===== src/rtl/bcd_pkg.sv =====
`timescale 1ns/1ps
package bcd_pkg;
    typedef enum logic [1:0] {
        OP_HOLD  = 2'd0,
        OP_STEP  = 2'd1,
        OP_LOAD  = 2'd2,
        OP_CLEAR = 2'd3
    } bcd_op_e;
endpackage


===== src/rtl/bcd_op_sel.sv =====
`timescale 1ns/1ps
module bcd_op_sel
    import bcd_pkg::*;
(
    input  logic    clr_n,
    input  logic    ld_n,
    input  logic    en_p,
    input  logic    en_t,
    output bcd_op_e op
);
    // fixed priority: clear, then load, then step, else hold
    always_comb begin
        if (!clr_n)
            op = OP_CLEAR;
        else if (!ld_n)
            op = OP_LOAD;
        else if (en_p && en_t)
            op = OP_STEP;
        else
            op = OP_HOLD;
    end
endmodule


===== src/rtl/bcd_next.sv =====
`timescale 1ns/1ps
module bcd_next
    import bcd_pkg::*;
#(
    parameter int DIGIT_W  = 4,
    parameter int LAST_VAL = 9
) (
    input  logic [DIGIT_W-1:0] cur,
    input  logic [DIGIT_W-1:0] din,
    input  bcd_op_e            op,
    output logic [DIGIT_W-1:0] nxt
);
    localparam logic [DIGIT_W-1:0] LAST_Q = DIGIT_W'(LAST_VAL);

    always_comb begin
        unique case (op)
            OP_CLEAR: nxt = '0;
            OP_LOAD:  nxt = din;
            // the terminal value and any illegal value roll to zero
            OP_STEP:  nxt = (cur >= LAST_Q) ? '0 : cur + DIGIT_W'(1);
            OP_HOLD:  nxt = cur;
            default:  nxt = cur;
        endcase
    end
endmodule


===== src/rtl/bcd_carry.sv =====
`timescale 1ns/1ps
module bcd_carry #(
    parameter int DIGIT_W  = 4,
    parameter int LAST_VAL = 9
) (
    input  logic [DIGIT_W-1:0] cur,
    input  logic               en_t,
    output logic               tc
);
    localparam logic [DIGIT_W-1:0] LAST_Q = DIGIT_W'(LAST_VAL);

    // combinational, so it can drive the next stage's en_t
    assign tc = en_t && (cur == LAST_Q);
endmodule


===== src/rtl/bcd_stage.sv =====
`timescale 1ns/1ps
module bcd_stage
    import bcd_pkg::*;
#(
    parameter int DIGIT_W   = 4,
    parameter int LAST_VAL  = 9,
    parameter bit ASYNC_CLR = 1'b0
) (
    input  logic               clk,
    input  logic               clr_n,
    input  logic               ld_n,
    input  logic [DIGIT_W-1:0] din,
    input  logic               en_p,
    input  logic               en_t,
    output logic [DIGIT_W-1:0] q,
    output logic               tc_out
);
    localparam logic [DIGIT_W-1:0] LAST_Q = DIGIT_W'(LAST_VAL);

    bcd_op_e            op;
    logic [DIGIT_W-1:0] cnt_q;
    logic [DIGIT_W-1:0] cnt_d;

    bcd_op_sel u_sel (
        .clr_n (clr_n),
        .ld_n  (ld_n),
        .en_p  (en_p),
        .en_t  (en_t),
        .op    (op)
    );

    bcd_next #(.DIGIT_W(DIGIT_W), .LAST_VAL(LAST_VAL)) u_next (
        .cur (cnt_q),
        .din (din),
        .op  (op),
        .nxt (cnt_d)
    );

    // state register; the clear variant is picked by parameter
    generate
        if (ASYNC_CLR) begin : g_async_clr
            always_ff @(posedge clk or negedge clr_n) begin
                if (!clr_n)
                    cnt_q <= '0;
                else
                    cnt_q <= cnt_d;
            end
        end else begin : g_sync_clr
            always_ff @(posedge clk) begin
                cnt_q <= cnt_d;
            end
        end
    endgenerate

    bcd_carry #(.DIGIT_W(DIGIT_W), .LAST_VAL(LAST_VAL)) u_carry (
        .cur  (cnt_q),
        .en_t (en_t),
        .tc   (tc_out)
    );

    assign q = cnt_q;

    // ---------------- assertions ----------------
    logic chk_started = 1'b0;
    always_ff @(posedge clk) chk_started <= 1'b1;

    p_clear_r1: assert property (@(posedge clk)
        (chk_started && $past(!clr_n)) |-> (cnt_q == '0));

    p_load_r2: assert property (@(posedge clk) disable iff (!clr_n)
        !ld_n |=> (cnt_q == $past(din)));

    p_step_r3: assert property (@(posedge clk) disable iff (!clr_n)
        (ld_n && en_p && en_t && cnt_q < LAST_Q) |=> (cnt_q == $past(cnt_q) + DIGIT_W'(1)));

    p_wrap_r4: assert property (@(posedge clk) disable iff (!clr_n)
        (ld_n && en_p && en_t && cnt_q >= LAST_Q) |=> (cnt_q == '0));

    p_hold_r5: assert property (@(posedge clk) disable iff (!clr_n)
        (ld_n && !(en_p && en_t)) |=> $stable(cnt_q));

    p_no_carry_r6: assert property (@(posedge clk) disable iff (!clr_n)
        !en_t |-> !tc_out);

    p_carry_r7: assert property (@(posedge clk) disable iff (!clr_n)
        (en_t && cnt_q == LAST_Q) |-> tc_out);
endmodule


===== config.mk =====
export PLATFORM = sky130hd
export DESIGN_NAME = bcd_stage
export DESIGN_NICKNAME = d
export VERILOG_FILES = /design/src/rtl/bcd_pkg.sv /design/src/rtl/bcd_op_sel.sv /design/src/rtl/bcd_next.sv /design/src/rtl/bcd_carry.sv /design/src/rtl/bcd_stage.sv
export SDC_FILE = /design/constraint.sdc
export NUM_CORES = 1
export LEC_CHECK = 0
export BUFFER_PORTS_ARGS = -buffer_cell sky130_fd_sc_hd__buf_2
export CAP_MARGIN = 0
export CORE_AREA = 5 5 42 44
export CTS_BUF_LIST = sky130_fd_sc_hd__clkbuf_4 sky130_fd_sc_hd__clkbuf_8
export DETAILED_ROUTE_END_ITERATION = 12
export DIE_AREA = 0 0 47 49
export SETUP_SLACK_MARGIN = 0.05
export SYNTH_ARGS = -nofsm -noshare
export SYNTH_HDL_FRONTEND = slang
export SYNTH_HIERARCHICAL = 1
export SYNTH_SLANG_ARGS = --single-unit
export TNS_END_PERCENT = 10

===== constraint.sdc =====
create_clock -name clk -period 1.28 [get_ports clk]
set_input_delay 0.064 -clock clk [delete_from_list [all_inputs] [get_ports clk]]
set_output_delay 0.064 -clock clk [all_outputs]
set_load 0.02 [all_outputs]

==> impl_metrics.ini, run 1 <==
[run_status]
status = finished clean

[sta]
fin_skew_ps = 3.67
setup_tns_ps = 0
rsz0062_at_grt = no
finalCritPeriodShare_pct = 90.8
fin_crit_ps = 1160
max_freq_mhz = 860
max_slew_margin_pct = 78.8
drv_slew = 0
max_slew.worst_pin.slew_ps = 317
hold_viol_final = 0
setup_violations = 0

[global_routing]
grt_overflow = 0
grt_pass1_wl_mm = 1.16
grt_max_degree = 9
use_met2_pct = 8.14
grtUsageMet1_pct = 9.25
met3_usage_pct = 4.06
grt.total_usage_pct = 7.12
antenna_found_initial = 0
grt_pass1_vias = 286
grt_busiest_layer = met1

[logic_synthesis]
yosysWarnings = 6
ys.flop_type = dfxtp_1
ys_async_sr_fraction_pct = 0
avgSynthCellArea_um2 = 9.42
ys_ff_latch = 4
synth_top_area_share_pct = 26.6
syn-num-nets = 44
synthesis.instances = 32
synthTopCellsByArea = dfxtp_1 27%, mux2i_1 13%, ha_1 12%, inv_1 5.0%, nor3b_2 4.1%
synthTopCellsByCount = 4 x dfxtp_1, 4 x inv_1, 4 x mux2i_1, 3 x ha_1
synth.largest_area_cell = dfxtp_1
ys_seq_area_share_pct = 26.6
syn_area_um2 = 302
synth_cell_type_count = 19
synth-edff-count = 0

[pwr]
power_frac_seq_pct = 35.4
leakagePower_uw = 0.000217
clkPwrFrac_pct = 35.3
power.switching_uw = 130
vdd_ir_drop_max_mv = 0.338
p_comb_share_pct = 29.3
powerDensity_mw_per_mm2 = 1030
finalPower_uw = 438
p_int_uw = 307
p_sw_share_pct = 29.8

[placement]
port_buffers = 13
gp_congestion = 0.734
dp_hpwl_um = 523

[floorplanning]
rows = 14
io-pin-count = 14
die_area_mm2 = 0.00230
die_y_um = 49
die_w_um = 47
start_util_pct = 21.5
core_mm2 = 0.00140

[clock_network]
clk_pin_slew_worst_paths_ps = 40
clk_latency_ps = 230
cts_tree = yes
cts-root-buf = clkbuf_4
cts.sinks = 4
cts_made_buffers = 3
cts_buffer_depth = 2
cts_hold_buf = 0
ctsHtreeMaxLevel = 1

[hold_path]
hold_depth = 3
holdCritStartpoint = din[1]
min_to = q[1]
hp-class = input port to flop

[detailed_routing]
route.vias.total = 279
ant_nets = 0
first_pass_iters = 4
post_drt_wl_per_cell_um = 10.2
remaining_drc_errors = 0
wirelength_um = 662
drt_iter0_drc = 2
viasPerCell = 4.29

[flow_run]
timing.max_cap.violations = 0

[setup_path]
crit_fanout = 7
required_ps = 1390
cp-end-kind = flop
path_class = flop to flop
reg2reg_slack_ps = 120
r2r_end = q[1]
reg2reg_from = q[0]
cp.arrival_ps = 1270
reg2reg_depth = 5
critical_path.startpoint_type = flop

[cells_and_area]
largest_reg_flops = 4
antennaDiodeCount = 0
nets = 63
drive_gt1_share_pct = 53.1
area_growth_pct = 41.5
==> per-stage QoR <==
step / setup slack, ps / hold WS [ps] / area (um2) / cells / util (%)
6_report: 117 / 121 / 427 / 65 / 30.4
3_3_place_gp: 83.0 / 362 / 385 / 61 / 27.5
2_1_floorplan: 83.4 / 256 / 304 / 32 / -
3_5_place_dp: 83.0 / 359 / 385 / 61 / 27.5
4_1_cts: 63.7 / 116 / 408 / 64 / 29.1
5_1_grt: 58.1 / 157 / 427 / 65 / 30.4
==> worst max-delay path by stage <==
stage,startpoint,cells past startpoint,end
2_1_floorplan,q[0],5,q[2]
3_3_place_gp,q[0],5,q[2]
5_1_grt,q[0],5,q[1]
6_report,q[0],5,q[1]
3_5_place_dp,q[0],5,q[2]
4_1_cts,q[0],5,q[2]
==> cells in the final DEF, fill, tap and decap left out <==
cell type / synthesis / routed
inv_1: 4 / 3
nor2_1: 1 / 1
nand4b_1: 1 / 1
dfxtp_4: 0 / 1
o21ai_1: 1 / 1
dfxtp_1: 4 / 2
or2_0: 1 / 1
nor3b_4: 0 / 1
o22ai_2: 1 / 1
mux2i_1: 4 / 4
and4b_1: 1 / 1
nand3_1: 1 / 1
a22oi_1: 1 / 1
o22ai_1: 2 / 2
nand2_1: 2 / 2
xnor2_1: 1 / 1
o21ai_2: 1 / 1
ha_2: 0 / 1
buf_4: 0 / 2
inv_2: 0 / 1
dfxtp_2: 0 / 1
ha_1: 3 / 2
clkbuf_4: 0 / 3
buf_2: 0 / 13
nor2b_2: 1 / 1
==> power by group through the flow <==
stage               registers, uW  clock network, uW  logic (uW)
floorplan                     172                  0        62.2
global placement              156                  0         116
detailed placement            157                  0         116
CTS                           155                166         116
global route                  158                174         144
finish                        155                154         128
==> what timing repair did <==
item                       CTS  global route
resized for setup            0             4
setup endpoints to repair    0             4
buffers inserted             0             1
==> final cells by class <==
class / instances / area (um2)
fillers: 170 / 975
clock buffers: 3 / 22.5
inverters: 4 / 15.0
repair buffers: 15 / 80.1
multi-input cells: 23 / 204
flip-flops and latches: 4 / 85.1
well taps: 16 / 20.0
==> critical path, cell delays in order, from the launching register on <==
cell and delay (ps):
dfxtp_4 370, inv_2 40, ha_2 160, nor3b_4 150, o21ai_2 210, o22ai_1 110
==> kinds of logic (layout without fill, tap and decap cells) <==
| kind of cell | count (synthesis) | after routing | synth area share (%) |
|---|---|---|---|
| flops | 4 | 4 | 26.6 |
| fa+ha+maj | 3 | 3 | 12.4 |
| buf+inv | 5 | 22 | 8.71 |
| xor+xnor | 1 | 1 | 2.91 |
| mux | 4 | 4 | 13.3 |
| simple gates | 9 | 9 | 20.7 |
| compound gates | 6 | 6 | 15.4 |
==> per-layer routing <==
metal / share of wire [%] / vias to the layer above
met3: 8.3 / 0
li1: - / 148
met1: 46 / 123
met5: 0 / -
met2: 46 / 8
met4: 0 / 0
(Power assumes the default switching activity.)
==> run 2, diff against run 1 <==
==> constraint.sdc (replaced) <==
create_clock -name clk -period 1.28 [get_ports clk]
set_input_delay 0.192 -clock clk [delete_from_list [all_inputs] [get_ports clk]]
set_output_delay 0.192 -clock clk [all_outputs]
set_load 0.02 [all_outputs]
==> run 2 against run 1 <==
Worst setup slack lost 17 ps; power rose by 0.91%; critical path depth unchanged; clock power is 3% higher; fmax decreased by 1.4%; core utilization grew 0.98 points; die area unchanged; final area is 3.2% higher; clock-buffer cell count unchanged; critical endpoint is now q[2].
==> impl_metrics.ini, run 2 (synthesis gave the netlist of run 1 again) <==
[run_status]
status = finished clean

[sta]
max_freq_mhz = 848
hold_viol_final = 0
fin_crit_ps = 1180
max_slew_margin_pct = 78.5
max_slew.worst_pin.slew_ps = 321
drv_slew = 0
rsz0062_at_grt = yes
hold_ws_ps = 261
setup_violations = 0
setup_tns_ps = 0
fin_skew_ps = 2.46
setup_ws_ps = 101
finalCritPeriodShare_pct = 92.1

[global_routing]
met3_usage_pct = 4.06
grt_pass1_wl_mm = 1.16
grt_pass1_vias = 286
antenna_found_initial = 0
grtUsageMet1_pct = 9.25
grt_overflow = 0
grt.total_usage_pct = 7.12
grt_max_degree = 9
use_met2_pct = 8.14
grt_busiest_layer = met1

[cells_and_area]
antennaDiodeCount = 0
area_growth_pct = 46.1
nets = 65
mostFrequentLayoutCells = 12 x buf_2, 5 x buf_4, 4 x inv_1, 4 x mux2i_1
final_common_cell = buf_2
largest_reg_flops = 4
drive_gt1_share_pct = 54.9

[detailed_routing]
route.vias.total = 303
post_drt_wl_per_cell_um = 10.9
ant_nets = 0
drt_iter0_drc = 4
wirelength_um = 731
viasPerCell = 4.52
remaining_drc_errors = 0
first_pass_iters = 4

[pwr]
clkPwrFrac_pct = 35.8
p_comb_share_pct = 29.3
power.switching_uw = 134
p_sw_share_pct = 30.3
p_int_uw = 308
powerDensity_mw_per_mm2 = 1000
power_frac_seq_pct = 34.9
vdd_ir_drop_max_mv = 0.394
leakagePower_uw = 0.000227

[clock_network]
cts_tree = yes
clk_latency_ps = 240
cts-root-buf = clkbuf_4
clk_pin_slew_worst_paths_ps = 40
cts_buffer_depth = 2
cts_hold_buf = 0
ctsHtreeMaxLevel = 1
cts.sinks = 4
cts_made_buffers = 3

[setup_path]
cp-end-kind = flop
path_class = flop to flop
critical_path.startpoint_type = flop
crit_path_max_incr_delay_ps = 380
crit_chain = inv_1 > ha_1 > nor3b_2 > o21ai_2 > o22ai_2
reg2reg_depth = 5
cp.arrival_ps = 1290
critPathSlowestCell = dfxtp_4
crit_fanout = 8
required_ps = 1390

[floorplanning]
die_area_mm2 = 0.00230
io-pin-count = 14
start_util_pct = 21.5
core_mm2 = 0.00140
die_y_um = 49
rows = 14
die_w_um = 47

[hold_path]
hold_depth = 3
hp-class = input port to flop

[flow_run]
timing.max_cap.violations = 0

[placement]
port_buffers = 13
pre_cts_ws_ps = 83.0
gp_congestion = 0.734
dp_hpwl_um = 523
[run 2: cell types whose count changed in the layout (fill, tap and decap cells not counted), sizes merged]
cell,change
buf,+2
[run 2: through the flow]
step	power, uW	cells	area [um2]	util, %
global placement	272	61	385	27.5
detailed placement	273	61	385	27.5
floorplan	234	32	304	-
global route	474	67	440	31.4
finish	442	67	440	31.4
CTS	438	64	408	29.1
[run 2: worst paths after layout]
check | start | to | slack, ps
worst max-delay path | q[0] | q[2] | 100
worst min-delay path | din[2] | q[2] | 260
worst max register to register | q[0] | q[2] | 100
worst min register to register | q[0] | q[0] | 520
[run 2: timing repair]
action	4_1_cts	5_1_grt
setup buffers	0	3
gates resized for setup	0	5
setup endpoints to repair	0	5
[run 2: cell type report]
cell class,instances,area (um2)
multi-input cells,23,195
well taps,16,20.0
fillers,163,961
repair buffers,17,97.6
flip-flops and latches,4,90.1
clock buffers,3,22.5
inverters,4,15.0
[run 2: metal layers]
metal	wire (um)	part of all wire (%)	vias up
met3	60	8.2	4
met5	0	0	-
met1	332	45	136
met4	13	1.8	0
met2	324	44	11
li1	-	-	152
[run 2: power by group through the flow]
stage	Sequential (uW)	Combinational, uW	Clock [uW]
finish	154	129	158
global route	157	144	174
CTS	155	116	166
detailed placement	157	116	0
global placement	156	116	0
floorplan	172	62.2	0
[run 2: worst max-delay path, delay by kind of cell, from the launching register on]
kind | cells | cell delay, ps
buffers and inverters | 1 | 50
AOI/OAI and AO/OA | 2 | 290
DFF | 1 | 380
and+or+nand+nor | 1 | 160
adders and majority gates | 1 | 170
